--- config.mk ---
export PLATFORM = sky130hd
export DESIGN_NAME = bit_recovery
export DESIGN_NICKNAME = d
export VERILOG_FILES = /design/src/rtl/bit_recovery_pkg.sv /design/src/rtl/bit_recovery_dp.sv /design/src/rtl/bit_recovery_ctl.sv /design/src/rtl/bit_recovery.sv
export SDC_FILE = /design/constraint.sdc
export NUM_CORES = 1
export LEC_CHECK = 0
export ABC_AREA = 1
export BUFFER_PORTS_ARGS = -buffer_cell sky130_fd_sc_hd__buf_2
export CORE_MARGIN = 5
export CORE_UTILIZATION = 55
export CTS_CLUSTER_DIAMETER = 80
export DETAILED_ROUTE_END_ITERATION = 12
export GPL_ROUTABILITY_DRIVEN = 0
export PLACE_DENSITY = 0.76
export SLEW_MARGIN = 5
export SYNTH_ARGS = -nofsm -noshare
export SYNTH_HDL_FRONTEND = slang
export SYNTH_SLANG_ARGS = --single-unit
--- constraint.sdc ---
create_clock -name clk -period 1.6 [get_ports clk]
set_input_delay 0.16 -clock clk [delete_from_list [all_inputs] [get_ports clk]]
set_output_delay 0.16 -clock clk [all_outputs]
set_load 0.005 [all_outputs]
--- src/rtl/bit_recovery_pkg.sv ---
package bit_recovery_pkg;

  // Strobes sent by the phase control to the datapath, one cycle wide each.
  typedef struct packed {
    logic sampleNow;   // take the filtered level into the data register, clock goes low
    logic boundary;    // a bit boundary: the recovered clock goes high
  } recStrobe_t;

endpackage

--- src/rtl/bit_recovery_dp.sv ---
module bit_recovery_dp
  import bit_recovery_pkg::*;
#(
  parameter int VOTE_N = 3
) (
  input  logic       clk,
  input  logic       rstN,
  input  logic       rawBit,
  input  logic       recDisable,
  input  recStrobe_t strobe,
  output logic       edgeSeen,
  output logic       filtBit,
  output logic       recData,
  output logic       recClk
);

  localparam int VOTE_HALF = VOTE_N / 2;

  logic [VOTE_N-1:0] tapReg;
  logic              voteBit;
  logic              dataReg;
  logic              clkReg;

  // Sample delay line feeding the vote.
  generate
    for (genvar g = 0; g < VOTE_N; g++) begin : gTap
      if (g == 0) begin : gHead
        always_ff @(posedge clk or negedge rstN) begin
          if (!rstN) tapReg[0] <= 1'b0;
          else       tapReg[0] <= rawBit;
        end
      end else begin : gBody
        always_ff @(posedge clk or negedge rstN) begin
          if (!rstN) tapReg[g] <= 1'b0;
          else       tapReg[g] <= tapReg[g-1];
        end
      end
    end
  endgenerate

  always_comb voteBit = ($countones(tapReg) > VOTE_HALF);

  // Filtered level; a disagreement with the fresh vote marks an edge.
  always_ff @(posedge clk or negedge rstN) begin
    if (!rstN) filtBit <= 1'b0;
    else       filtBit <= voteBit;
  end

  always_comb edgeSeen = (voteBit != filtBit);

  // Data register updates only at the mid-bit strobe.
  always_ff @(posedge clk or negedge rstN) begin
    if (!rstN)                 dataReg <= 1'b0;
    else if (strobe.sampleNow) dataReg <= filtBit;
  end

  // Clock register: high from the bit boundary to mid-bit, low after it.
  always_ff @(posedge clk or negedge rstN) begin
    if (!rstN)                 clkReg <= 1'b0;
    else if (strobe.boundary)  clkReg <= 1'b1;
    else if (strobe.sampleNow) clkReg <= 1'b0;
  end

  // Pass-through selection at the outputs.
  always_comb begin
    recData = recDisable ? rawBit : dataReg;
    recClk  = clkReg & ~recDisable;
  end

endmodule

--- src/rtl/bit_recovery_ctl.sv ---
module bit_recovery_ctl
  import bit_recovery_pkg::*;
#(
  parameter int CNT_W = 8
) (
  input  logic             clk,
  input  logic             rstN,
  input  logic [CNT_W-1:0] samplesPerBit,
  input  logic             edgeSeen,
  output recStrobe_t       strobe,
  output logic [CNT_W-1:0] phase
);

  localparam logic [CNT_W-1:0] PH_ONE = CNT_W'(1);

  logic [CNT_W-1:0] midPoint;
  logic [CNT_W-1:0] lastIdx;
  logic             atWrap;
  logic [CNT_W-1:0] phaseNext;

  always_comb begin
    midPoint = samplesPerBit >> 1;
    lastIdx  = samplesPerBit - PH_ONE;
    atWrap   = (phase >= lastIdx);
  end

  // An edge is phase zero of a new bit, so the next count is one.
  always_comb begin
    if (edgeSeen)    phaseNext = PH_ONE;
    else if (atWrap) phaseNext = '0;
    else             phaseNext = phase + PH_ONE;
  end

  always_ff @(posedge clk or negedge rstN) begin
    if (!rstN) phase <= '0;
    else       phase <= phaseNext;
  end

  // A sample that coincides with an edge is dropped so that data never
  // moves on the edge where the clock rises.
  always_comb begin
    strobe.boundary  = edgeSeen | atWrap;
    strobe.sampleNow = (phase == midPoint) & ~edgeSeen;
  end

endmodule

--- src/rtl/bit_recovery.sv ---
module bit_recovery
  import bit_recovery_pkg::*;
#(
  parameter int CNT_W  = 8,
  parameter int VOTE_N = 3
) (
  input  logic             clk,
  input  logic             rstN,
  input  logic             rawBit,
  input  logic             recDisable,
  input  logic [CNT_W-1:0] samplesPerBit,
  output logic             recData,
  output logic             recClk
);

  recStrobe_t       strobe;
  logic             edgeSeen;
  logic             filtBit;
  logic [CNT_W-1:0] phase;

  bit_recovery_ctl #(.CNT_W(CNT_W)) uCtl (
    .clk           (clk),
    .rstN          (rstN),
    .samplesPerBit (samplesPerBit),
    .edgeSeen      (edgeSeen),
    .strobe        (strobe),
    .phase         (phase)
  );

  bit_recovery_dp #(.VOTE_N(VOTE_N)) uDp (
    .clk        (clk),
    .rstN       (rstN),
    .rawBit     (rawBit),
    .recDisable (recDisable),
    .strobe     (strobe),
    .edgeSeen   (edgeSeen),
    .filtBit    (filtBit),
    .recData    (recData),
    .recClk     (recClk)
  );

endmodule

==> impl_metrics.tcl <==
set metrics [dict create \
    fp.dieArea_sq_um 2930 \
    synth_top_area_frac 0.327 \
    drc 0 \
    routed_wl_microns 2500 \
    cts_max_level 1 \
    synth-seq-cells 14 \
    yosys.cell_count.top_type "nand2_1" \
    worst_setup_path_start_kind "primary input" \
    grt_use_total 0.198 \
    worstPathArrival_ns 1.72 \
    fmax_ghz 0.661 \
    cts_tree "yes" \
    setup_violations 0 \
    p_per_area_nw_per_um2 738 \
    synth-main-ff-cell "dfrtp_1" \
    clock_sinks 14 \
    p_leak_nw 0.778 \
    layout_setup_ws_ns 0.0881 \
    maxSlewHeadroom 0.800 \
    rsz0062_at_grt "true" \
    firstDrtPassIters 5 \
    grt_max_degree 15 \
    drv_slew 0 \
    worstSetupPathType "primary input to flip-flop" \
    crit_fanout 4 \
    yosysTopAreaCell "dfrtp_1" \
    dp_slack_ns -0.280 \
    status "finished clean" \
    crit_required_ns 1.80 \
    core_sq_um 1900 \
    num-fill-cells 155 \
    clock_skew_ns 0.00124 \
    period_needed_ns 1.51 \
    worstSkewPairLatency_ns 0.28 \
    ant_nets 0 \
    cap_viol_max_count 0 \
    cts_buffer_depth 2 \
    dr.first_iter.drc_count 19 \
    crit_top_cell "nand2_1" \
    cp_cell_sequence "buf_6, clkinv_4, ha_4, nand3_2, nor3_2, xor2_1, inv_1, ha_1, nand2_1, o21a_1, nand2_1, o21ai_1" \
    grt_overflow_total 0 \
    ys_top_cells_by_count "nand2_1 (43), inv_1 (28), nor2_1 (17), dfrtp_1 (14), ha_1 (11)" \
    synthToLayoutAreaGrowth_pct 32.9 \
    syn_area_per_cell_sq_um 7.10 \
    antennaDiodeCount 0 \
    hp-class "primary input to async pin" \
    syn_area_sq_um 1070 \
    fin_util 0.749 \
    root_buffer "clkbuf_4" \
    syn-num-nets 174 \
    ys_warn_count 0 \
    grt_pass1_vias 964 \
    drive_gt1_frac 0.283 \
    die_h_microns 54.2 \
    final_nets 211 \
    hold_viol_final 0 \
    chipWidth_microns 54.2 \
    antenna_found_initial 0 \
    vias_per_cell 4.72 \
    cp_slowest_stage_delay_ns 0.28 \
    ys_types 17 \
    pin_count 14 \
    finalCritPeriodShare 0.945 \
    initial_core_util 0.564 \
    peakVddDrop_uv 666 \
    vias 1010 \
    fp-row-count 16 \
    synth-edff-count 0 \
    crit_slowest_cell "ha_1" \
    cp-end-kind "flip-flop" \
    wl_per_cell_microns 11.7 \
    cts.clk_slew.worst_paths_ns 0.08 \
    hpwl_microns 1950 \
    numCtsBuffers 3 \
    yosysSeqAreaShare 0.327 \
    worst_pin_slew_ns 0.299 \
    ys_top_cells_by_area "dfrtp_1 (33%), nand2_1 (15%), ha_1 (13%)" \
    postSynthCellCount 151 \
    numPortBuffers 13 \
    cts_setup_buffers 0 \
    synthArstFlopShare 1.00 \
    grt_first_pass_wirelength_microns 4080 \
]
==> layout by cell type (no fill, tap or decap) <==
master / n
o21ai_0: 3
nand3_1: 7
ha_1: 10
o21bai_1: 2
o21ai_1: 1
a21oi_1: 2
nand2_2: 2
clkbuf_8: 1
buf_2: 11
inv_2: 3
buf_6: 2
nand3_4: 1
inv_4: 1
nor2_1: 15
o21a_1: 1
xnor2_1: 2
nand2_1: 41
inv_1: 25
nor3_2: 4
clkbuf_4: 3
dlygate4sd3_1: 2
ha_4: 1
nand3_2: 2
clkinv_4: 1
xor2_1: 9
nor2_2: 4
dfrtp_1: 14
buf_4: 17
==> cell families (layout without fill, tap and decap cells) <==
group | count (synthesis) | after routing | share of synthesized area
flip-flops | 14 | 14 | 0.327
buffers and inverters | 30 | 66 | 0.105
AO/OA/AOI/OAI | 9 | 9 | 0.0490
XOR/XNOR | 11 | 11 | 0.0899
adder cells (fa/ha/maj) | 11 | 11 | 0.128
AND/OR/NAND/NOR | 76 | 76 | 0.301
==> metrics by stage <==
step                      setup TNS, ns  instance area (sq um)  hold slack [ns]  total power [W]  instances
after floorplan                -0.00282                   1110           -0.136         0.000647        151
after global placement            -1.65                   1330           0.0605         0.000768        208
after detailed placement          -2.13                   1330           0.0619         0.000787        208
after CTS                             0                   1390            0.290          0.00104        214
after global routing            -0.0529                   1430            0.317          0.00114        214
final                                 0                   1430            0.284          0.00105        214
==> flip-flops by register name, summed over array words and instances (netlist names) <==
register and cells:
uDp.dataReg 1, uDp.filtBit 1, uDp.clkReg 1, uCtl.phase 8, uDp.tapReg 3
==> where the power goes <==
part / internal (W) / switching (W) / leakage, nW
clock: 0.000139 / 0.000113 / 0.0210
sequential: 0.000390 / 0.0000223 / 0.172
combinational: 0.000172 / 0.000216 / 0.585
==> timing repair <==
item	CTS	global route
hold buffers	2	0
endpoints found under the setup margin	0	10
resized for setup	0	13
hold endpoints to repair	15	0
==> final timing paths <==
kind / cells past startpoint / startpoint / endpoint / slack, ns
worst max register to register: 8 / uCtl.phase[3] / uCtl.phase[0] / 0.13
min in group clk: 0 / uDp.tapReg[0] / uDp.tapReg[1] / 0.39
worst max-delay path: 12 / samplesPerBit[0] / uCtl.phase[0] / 0.09
worst min-delay path: 2 / rstN / uCtl.phase[4] / 0.28
max in group asynchronous: 2 / rstN / uCtl.phase[2] / 1.09
worst min register to register: 0 / uDp.tapReg[0] / uDp.tapReg[1] / 0.39
==> per-layer routing <==
metal,vias to the layer above,routed length [microns],track usage
met2,24,1340,0.353
met4,0,7,0.0456
met1,448,1080,0.231
li1,536,-,-
met5,-,0,0
met3,2,69,0.0554
==> critical path, delay by kind of cell <==
kind                     cells  cell delay, ns
XOR/XNOR                     1            0.15
AND/OR/NAND/NOR              4            0.44
buffers and inverters        3            0.20
AO/OA/AOI/OAI                2            0.35
adder cells (fa/ha/maj)      2            0.41
==> cell type report <==
type / count / area [sq um] / area share
sequential: 14 / 350 / 0.246
tap: 27 / 33.8 / 0.0237
clock buffer: 4 / 36.3 / 0.0255
multi-input combinational: 107 / 659 / 0.463
inverter: 30 / 120 / 0.0843
timing repair buffer: 32 / 225 / 0.158
(Power assumes the default switching activity.)
